<file path="src/rtl/pid_pkg.sv">
package pid_pkg;

  // Width of the free-running prescaler (one full second at 32768 Hz)
  localparam int PRESCALE_W = 15;
  localparam int RATE_W     = 4;
  localparam int DIVCTL_W   = 3;

  // Strobes from control to datapath
  typedef struct packed {
    logic countEn;
    logic countClr;
  } presc_ctrl_t;

endpackage

</file>
<file path="src/rtl/pid_prescaler.sv">
module pid_prescaler
  import pid_pkg::*;
#(
  parameter int CNT_W = PRESCALE_W
) (
  input  logic             clk,
  input  logic             rstN,
  input  presc_ctrl_t      ctrl,
  output logic [CNT_W:0]   boundary
);

  logic [CNT_W-1:0] count;
  logic [CNT_W-1:0] nextCount;

  assign nextCount = count + 1'b1;

  always_ff @(posedge clk) begin
    if (!rstN) begin
      count <= '0;
    end else if (ctrl.countClr) begin
      count <= '0;
    end else if (ctrl.countEn) begin
      count <= nextCount;
    end
  end

  // boundary[b]: the next count is a multiple of 2^b
  assign boundary[0] = 1'b1;
  for (genvar b = 1; b <= CNT_W; b++) begin : g_bnd
    assign boundary[b] = (nextCount[b-1:0] == '0);
  end

endmodule

</file>
<file path="src/rtl/pid_control.sv">
module pid_control
  import pid_pkg::*;
#(
  parameter int CNT_W  = PRESCALE_W,
  parameter int CODE_W = RATE_W,
  parameter int DCTL_W = DIVCTL_W
) (
  input  logic              clk,
  input  logic              rstN,
  input  logic              baseStrobe,
  input  logic [CODE_W-1:0] rateCode,
  input  logic              periodicEnable,
  input  logic [DCTL_W-1:0] divCtl,
  input  logic              irqClear,
  input  logic [CNT_W:0]    boundary,
  output presc_ctrl_t       ctrl,
  output logic              tick,
  output logic              flagSet,
  output logic              irqReq
);

  localparam logic [CODE_W-1:0] REMAP_LO = CODE_W'(8);
  localparam logic [CODE_W-1:0] REMAP_HI = CODE_W'(9);
  localparam logic [DCTL_W-1:0] RUN_MAX  = DCTL_W'(2);

  logic [CODE_W-1:0] effCode;
  logic [CODE_W-1:0] shiftIdx;
  logic              divHeld;
  logic              divRun;
  logic              fire;

  // Codes 1 and 2 fold onto the slower 128/256 periods
  always_comb begin
    case (rateCode)
      CODE_W'(1): effCode = REMAP_LO;
      CODE_W'(2): effCode = REMAP_HI;
      default:    effCode = rateCode;
    endcase
  end

  assign shiftIdx = effCode - 1'b1;
  assign divHeld  = &divCtl[DCTL_W-1:DCTL_W-2];
  assign divRun   = (divCtl <= RUN_MAX);

  assign ctrl.countClr = divHeld;
  assign ctrl.countEn  = baseStrobe & divRun;

  assign fire = baseStrobe & divRun & periodicEnable &
                (rateCode != '0) & boundary[shiftIdx];

  always_ff @(posedge clk) begin
    if (!rstN) begin
      tick    <= 1'b0;
      flagSet <= 1'b0;
      irqReq  <= 1'b0;
    end else begin
      tick    <= fire;
      flagSet <= fire;
      if (fire) begin
        irqReq <= 1'b1;
      end else if (irqClear) begin
        irqReq <= 1'b0;
      end
    end
  end

endmodule

</file>
<file path="src/rtl/pid_periodic_divider.sv">
module pid_periodic_divider
  import pid_pkg::*;
(
  input  logic                clk,
  input  logic                rstN,
  input  logic                baseStrobe,
  input  logic [RATE_W-1:0]   rateCode,
  input  logic                periodicEnable,
  input  logic [DIVCTL_W-1:0] divCtl,
  input  logic                irqClear,
  output logic                tick,
  output logic                flagSet,
  output logic                irqReq
);

  presc_ctrl_t           prescCtrl;
  logic [PRESCALE_W:0]   boundary;

  pid_prescaler #(.CNT_W(PRESCALE_W)) presc_i (
    .clk      (clk),
    .rstN     (rstN),
    .ctrl     (prescCtrl),
    .boundary (boundary)
  );

  pid_control #(
    .CNT_W  (PRESCALE_W),
    .CODE_W (RATE_W),
    .DCTL_W (DIVCTL_W)
  ) ctrl_i (
    .clk            (clk),
    .rstN           (rstN),
    .baseStrobe     (baseStrobe),
    .rateCode       (rateCode),
    .periodicEnable (periodicEnable),
    .divCtl         (divCtl),
    .irqClear       (irqClear),
    .boundary       (boundary),
    .ctrl           (prescCtrl),
    .tick           (tick),
    .flagSet        (flagSet),
    .irqReq         (irqReq)
  );

endmodule

</file>
<file path="config.mk">
export PLATFORM = sky130hd
export DESIGN_NAME = pid_periodic_divider
export DESIGN_NICKNAME = d
export VERILOG_FILES = /design/src/rtl/pid_pkg.sv /design/src/rtl/pid_prescaler.sv /design/src/rtl/pid_control.sv /design/src/rtl/pid_periodic_divider.sv
export SDC_FILE = /design/constraint.sdc
export NUM_CORES = 1
export LEC_CHECK = 0
export ABC_CLOCK_PERIOD_IN_PS = 2420
export BUFFER_PORTS_ARGS = -buffer_cell sky130_fd_sc_hd__buf_2
export CORE_AREA = 5 5 78 80
export DETAILED_ROUTE_END_ITERATION = 10
export DIE_AREA = 0 0 83 85
export PLACE_DENSITY = 0.51
export SLEW_MARGIN = 20
export SYNTH_ARGS = -nofsm -noshare
export SYNTH_HDL_FRONTEND = slang
export SYNTH_HIERARCHICAL = 1
export SYNTH_SLANG_ARGS = --single-unit
export TNS_END_PERCENT = 5
</file>
<file path="constraint.sdc">
create_clock -name clk -period 2.42 [get_ports clk]
set_clock_uncertainty 0.15 [all_clocks]
set_input_delay 0.121 -clock clk [delete_from_list [all_inputs] [get_ports clk]]
set_output_delay 0.121 -clock clk [all_outputs]
set_load 0.1 [all_outputs]
</file>
==> out/results.env, run 1 <==
AREA_GROWTH_SYN_TO_LAYOUT_PCT=23.62
PLACE.GP.CONGESTION=0.7367
CLKSINKCOUNT=17
SLACK_OF_THE_WORST_REG_TO_REG_PATH_NS=-0.0009
RSZ0062_AT_GRT='true'
FIRST_GLOBAL_VIAS=1230
POSTCTSSETUPREPAIRBUFS=0
FINAL.PERIOD_UTILIZATION=1.000
MULTIINPUTGATEAREA_MM2=0.001105
INITIAL_CORE_UTIL=0.2848
DETAIL_ROUTE_MET2_WL_MM=1.377
SYNTH_ENABLE_FLOP_CELLS=0
POSTROUTEWIRELENGTH_MM=3.138
LEAKAGEPOWER_nW=0.7778
CLKTRANSATPATHREGS_NS=0.08
MAX_CAP_VIOLATIONS=0
TIMING.CRITICAL_PATH.TO_TYPE='flop'
FINALSETUPVIOLATIONS=1
VIOLATIONS_IN_THE_FINAL_REPORTS='negative setup slack'
PLACEDINSTANCEAREA_MM2=0.001789
CTS-ROOT-TO-SINK-BUFFERS=2
PLACEMENT.SETUP.WORST_SLACK_NS=-0.03379
CTS_TREE='done'
CRIT_PATH_TOP_DELAY_CELL='or4_4'
DRTANTENNAVIOLNETS=0
FINAL_CELL_AREA_MM2=0.001879
FF2FF_PATH_DEPTH=10
FLOORPLAN.DIE.WIDTH_UM=83
MAXCLOCKFREQUENCY_GHz=0.4131
FINAL.SETUP.TNS_NS=-0.0008991
GR-TOTAL-OVERFLOW=0
NUMBER_OF_BUFFERS_INSERTED_DURING_CLOCK_TREE_SYNTHESIS=3
PLACED_CELLS=280
ANTENNA-DIODE-COUNT=0
GROUTE.USAGE.OVERALL=0.09486
IOPINCOUNT=15
AVGSYNTHCELLAREA_UM2=8.129
PATH_CLASS='reg -> reg'
FP.DIEAREA_MM2=0.007055
SEQUENTIAL_AREA_SHARE_AFTER_SYNTHESIS=0.2239
MAX_SLEW.WORST_PIN.SLEW_NS=0.6206
CRIT_ARRIVAL_NS=2.48
WL_MET1_MM=1.610
SYNTH.YOSYS.WARNINGS=6
SYNTHARSTFLOPSHARE=0
TIMING.RR.END='ctrl_i/irqReq'
DR_TOP_LAYER='met4'
PLACE.DETAILED.HPWL_MM=2.454
GLOBAL_ROUTE_WIRE_LENGTH_BEFORE_REPAIR_MM=5.575
POST_SYNTH_INSTANCE_AREA_MM2=0.001520
FINISH.CELL_COUNT_WITHOUT_FILLERS=285
SYN_INST=187
REGISTER_AREA_UM2=347.8
CLOCK_LATENCY_NS=0.26
CLOCKROOTBUFFER='clkbuf_8'
DR_WL_MET3_UM=102
WORST_HOLD_PATH_CELL_COUNT=3
CP_MAX_FO=6
VIAS=1316
MIN-DELAY-START='irqClear'
NUM_ROWS=27
CP_DATA_REQUIRED_TIME_NS=2.48
GRT_START_MAX_NET_PINS=16
SYNTH_FP_NETS=202
DRC_ERRORS=0
FINAL_PERIOD_MINUS_WORST_SETUP_SLACK_NS=2.421
WORST_PATH_LARGEST_CELL_DELAY_NS=0.42
ANTENNA_FOUND_INITIAL=0
STATUS='finished with violations'
SYNTH_FLOP_CELL='dfxtp_1'
AVERAGE_VIAS_PER_PLACED_INSTANCE=4.618
WORST_PATH_DOMINANT_CELL_FAMILY='simple AND/OR/NAND/NOR gates'
LIBRARY_CELLS_USED_BY_SYNTHESIS=51
FINISH.NET_COUNT=229
TIMING.CRITICAL_PATH.CELLS='ha_4, and3_4, or4_4, a2bb2oi_4, nand3_4, nor2_1, mux2i_1, mux2_4, a22oi_2, a32o_1'
TOTAL_POWER_CONSUMPTION_OF_THE_ROUTED_DESIGN_uW=608.3
WORST_SLEW_MARGIN_REL=0.5863
VDD.IR_DROP.WORST_uV=162.6
FLOORPLAN.DIE.HEIGHT_UM=85
MAX_H_TREE_LEVEL=1
TIMING.CRITICAL_PATH.BUF_INV=0
YS_SEQ_ELEMENTS=17
CELLPOWERDENSITY_mW_PER_MM2=323.7
NFILLCELLS=573
NUMPORTBUFFERS=14
TIMING.HOLD.WORST.CLASS='in -> reg'
CP-START-KIND='flop'
POST_ROUTE_CELLS_DRIVE_ABOVE_1_SHARE=0.3333
REG2REG_FROM='presc_i/count[0]'
PLACEABLECOREAREA_MM2=0.005338
DRT_ITER0_DRCS=34
HOLD_PATH_END='ctrl_i/irqReq'
FINALHOLDVIOLCOUNT=0
FIRSTDRTPASSITERS=4
SLEW_VIOL_FINAL=0
ROUTED_WIRE_LENGTH_PER_INSTANCE_UM=11.01
TIMING.FINAL.WS_SETUP_NS=-0.0008991
cell type report:
| class | instances | share of cell area |
|---|---|---|
| clock buffer | 3 | 0.02197 |
| clock inverter | 1 | 0.002663 |
| inverter | 2 | 0.003995 |
| multi-input combinational | 148 | 0.5879 |
| sequential | 17 | 0.1851 |
| tap | 72 | 0.04794 |
| timing repair buffer | 42 | 0.1505 |
timing repair:
action                                  in CTS  in global routing
cloned                                       0                  0
resized for setup                            3                  5
pin swaps                                    1                  4
hold buffers                                 1                  0
endpoints found under the setup margin       2                  2
endpoints found under the hold margin        1                  0
state kept, by name, summed over array words and instances, names as in the netlist:
register and flops:
presc_i/count 15, ctrl_i/flagSet 1, ctrl_i/irqReq 1
per-layer routing:
metal / vias up / track usage
met1: 588 / 0.1211
met2: 17 / 0.1501
li1: 707 / -
met3: 4 / 0.02330
met5: - / 0
met4: 0 / 0.04458
Yosys cell counts (all sizes together) (5+ instances only):
cell / count / area [µm²]
nor2: 23 / 88.84
dfxtp: 17 / 340.3
xor2: 16 / 140.1
buf: 12 / 93.83
nand3: 11 / 67.57
nand2: 10 / 37.54
mux2i: 9 / 93.84
clkbuf: 8 / 30.03
nand4: 8 / 50.05
xnor2: 7 / 61.31
and3: 6 / 37.54
nor3: 6 / 40.04
and2: 5 / 31.28
mux2: 5 / 56.30
cells in the final DEF (no fill, tap or decap), drive strengths merged, types with 3 or more instances in the layout:
cell and instances:
nor3 6, a211oi 4, clkbuf 3, nor2 23, ha 3, mux2 5
and3 6, dfxtp 17, xor2 16, buf 41, nand2 10, xnor2 7
and2 5, nand3 11, nand2b 4, nand4 8, mux2i 9
worst max-delay path by stage:
stage,cells after the start,from,endpoint,slack [ns]
2_1_floorplan,11,presc_i/count[1],ctrl_i/irqReq,-0.09
3_3_place_gp,11,presc_i/count[1],ctrl_i/irqReq,-0.05
3_5_place_dp,10,presc_i/count[0],ctrl_i/irqReq,-0.03
4_1_cts,12,presc_i/count[0],ctrl_i/irqReq,0.001
5_1_grt,10,presc_i/count[0],ctrl_i/irqReq,-0.12
6_report,10,presc_i/count[0],ctrl_i/irqReq,-0.0009
power by group:
group	internal (mW)	total [mW]	switching (mW)	leakage, nW
Clock	0.115	0.229	0.114	0.0255
Combinational	0.0441	0.0977	0.0536	0.614
Sequential	0.280	0.282	0.00190	0.139
Total	0.439	0.608	0.170	0.778
tightest hold or removal path, stage by stage:
cell and delay [ns]:
buf_2 0.07, nor2b_1 0.03, a32o_1 0.18
cells by family after synthesis:
kind of cell               after synthesis  synth area share
and+or+nand+nor                         84            0.3078
AOI/OAI and AO/OA                       23            0.1235
xor gates and xnor gates                23            0.1325
buffers and inverters                   22           0.08641
DFF                                     17            0.2239
muxes                                   14           0.09876
adders and majority gates                3           0.02469
other                                    1          0.002467
metrics by stage:
step / hold WS, ns / util
6_report: 0.04038 / 0.3521
5_1_grt: 0.03477 / 0.3521
4_1_cts: 0.03673 / 0.3488
3_5_place_dp: 0.2308 / 0.3352
3_3_place_gp: 0.2355 / 0.3352
2_1_floorplan: 0.09679 / -
No activity file was read; power rests on OpenSTA's default activity.
==> run 2: changes to the inputs <==
Settings changed: CORE_AREA 5 5 78 80 to 5 5 84 86, DIE_AREA 0 0 83 85 to 0 0 89 91, PLACE_DENSITY 0.51 to 0.46.
==> run 2 against run 1 <==
The run still ends with negative setup slack left. Wire length up 6.5%. Sequential cell count unchanged. Die area up 15%. Sequential power about the same. Clock power down 4%. Global-route usage down 0.96 points. First-iteration DRC count up 35%. Total power down 1.3%. Non-clock buffer count up 1.
==> out/results.env, run 2 (synthesized netlist as in run 1, its figures left out) <==
STATUS='finished with violations'
VIOLATIONS_IN_THE_FINAL_REPORTS='negative setup slack'
FINALSETUPVIOLATIONS=2
GLOBAL_ROUTE_WIRE_LENGTH_BEFORE_REPAIR_MM=5.637
RSZ0062_AT_GRT='true'
PLACE.GP.CONGESTION=0.7313
CP-START-KIND='flop'
TIMING.CRITICAL_PATH.TO_TYPE='flop'
CLKSINKCOUNT=17
MOSTFREQUENTLAYOUTCELL='buf_4'
WORST_SETUP_PATH_ENDPOINT='ctrl_i/irqReq'
DRTANTENNAVIOLNETS=0
ANTENNA-DIODE-COUNT=0
IOPINCOUNT=15
CTS-ROOT-TO-SINK-BUFFERS=2
LARGEST_REGISTERS='presc_i/count: 15 flops, ctrl_i/flagSet: 1 flops, ctrl_i/irqReq: 1 flops'
FP.DIEAREA_MM2=0.008099
DRT_ITER0_DRCS=46
POST_ROUTE_CELLS_DRIVE_ABOVE_1_SHARE=0.3598
FINAL_CELL_AREA_MM2=0.001916
CTS_TREE='done'
TIMING.CRITICAL_PATH.FROM='presc_i/count[0]'
PLACEABLECOREAREA_MM2=0.006205
POSTLAYOUTCOREUTIL=0.3087
GRT_START_MAX_NET_PINS=16
FINAL_CELL_MIX='buf_4, nor2_1, xor2_1'
SLACK_OF_THE_WORST_REG_TO_REG_PATH_NS=-0.03
FINALHOLDVIOLCOUNT=0
PLACE.DETAILED.HPWL_MM=2.525
FINAL.PERIOD_UTILIZATION=1.013
ANTENNA_FOUND_INITIAL=0
NUMPORTBUFFERS=14
CLKTRANSATPATHREGS_NS=0.07
FLOORPLAN.DIE.WIDTH_UM=89
LEAKAGEPOWER_nW=0.7715
AVERAGE_VIAS_PER_PLACED_INSTANCE=4.533
MAXCLOCKFREQUENCY_GHz=0.4081
CLOCK_LATENCY_NS=0.25
NFILLCELLS=682
MAX_H_TREE_LEVEL=1
GROUTE.USAGE.OVERALL=0.08528
GR-TOTAL-OVERFLOW=0
WORST_SLEW_MARGIN_REL=0.5833
VIAS=1319
NUMBER_OF_BUFFERS_INSERTED_DURING_CLOCK_TREE_SYNTHESIS=3
AREA_GROWTH_SYN_TO_LAYOUT_PCT=26.01
PATH_CLASS='reg -> reg'
FF2FF_PATH_DEPTH=10
REG2REG_FROM='presc_i/count[0]'
FLOORPLAN.DIE.HEIGHT_UM=91
TIMING.RR.END='ctrl_i/irqReq'
WORST_HOLD_PATH_CELL_COUNT=3
CP_DATA_REQUIRED_TIME_NS=2.47
INITIAL_CORE_UTIL=0.2450
FIRSTDRTPASSITERS=4
ROUTED_WIRE_LENGTH_PER_INSTANCE_UM=11.49
FINAL_PERIOD_MINUS_WORST_SETUP_SLACK_NS=2.450
PLACEDINSTANCEAREA_MM2=0.001795
TIMING.FINAL.WS_SETUP_NS=-0.03032
CRIT_ARRIVAL_NS=2.50
DRC_ERRORS=0
TIMING.HOLD.WORST.CLASS='in -> reg'
SLEW_VIOL_FINAL=0
MAX_SLEW.WORST_PIN.SLEW_NS=0.6250
LARGEST_REGISTER='presc_i/count'
CELLPOWERDENSITY_mW_PER_MM2=313.5
FIRST_GLOBAL_VIAS=1221
NUM_ROWS=29
POSTROUTEWIRELENGTH_MM=3.343
VDD.IR_DROP.WORST_uV=163.1
FINISH.NET_COUNT=230
MAX_REG_FLOPS=15
MAX_CAP_VIOLATIONS=0
CP_MAX_FO=6
CLOCKROOTBUFFER='clkbuf_8'
==> run 2: cell types whose count changed in the layout (fill, tap and decap cells not counted), sizes merged <==
cell	before	now
buf	41	42
==> run 2: what timing repair did <==
action / 4_1_cts / 5_1_grt
hold buffers: 1 / 0
pin swaps: 6 / 4
endpoints found under the hold margin: 1 / 0
buffers inserted: 1 / 0
resized for setup: 3 / 13
endpoints found under the setup margin: 2 / 2
==> run 2: metrics by stage <==
stage / cells / setup slack [ns] / total power, mW / hold slack, ns / setup TNS [ns]
floorplan: 187 / -0.08593 / 0.3588 / 0.09679 / -0.1680
global placement: 285 / -0.01560 / 0.3862 / 0.2294 / -0.02624
detailed placement: 285 / -0.04035 / 0.3855 / 0.2294 / -0.07572
CTS: 291 / -0.007520 / 0.6130 / 0.05265 / -0.007520
global route: 291 / -0.1427 / 0.6352 / 0.07240 / -0.2544
finish: 291 / -0.03032 / 0.6006 / 0.05881 / -0.05264
==> run 2: worst min-delay path by stage <==
stage / start / endpoint / slack, ns
after global routing: irqClear / ctrl_i/irqReq / 0.07
after floorplan: rstN / ctrl_i/irqReq / 0.1
after global placement: rstN / ctrl_i/irqReq / 0.23
final: irqClear / ctrl_i/irqReq / 0.06
after CTS: irqClear / ctrl_i/irqReq / 0.05
after detailed placement: rstN / ctrl_i/irqReq / 0.23
==> run 2: area by class of cell <==
class	count	area (µm²)	share of cell area
repair buffers	43	290.3	0.1515
flip-flops and latches	17	351.6	0.1835
inverters	2	7.507	0.003919
well taps	77	96.34	0.05029
clock inverters	1	5.005	0.002613
clock buffers	3	41.29	0.02155
multi-input cells	148	1124	0.5865
==> run 2: worst max-delay path, cell delays in order, from the launching register on <==
cell,delay [ns]
dfxtp_4,0.36
ha_4,0.16
and3_4,0.17
or4_4,0.42
a2bb2oi_4,0.19
nand3_4,0.14
nor2_1,0.15
mux2i_1,0.08
mux2_4,0.27
a22oi_2,0.13
a32o_1,0.17
==> run 2: per-layer routing <==
metal / track usage / part of all wire
met1: 0.1202 / 0.48
met2: 0.1300 / 0.46
met3: 0.01991 / 0.048
met4: 0.02233 / 0.012
met5: 0 / 0
==> run 2: where the power goes <==
group	internal [mW]	total, mW	switching, mW	leakage [nW]
logic	0.0454	0.0999	0.0545	0.606
registers	0.280	0.281	0.00157	0.140
clock network	0.114	0.219	0.105	0.0255
total	0.439	0.601	0.161	0.772
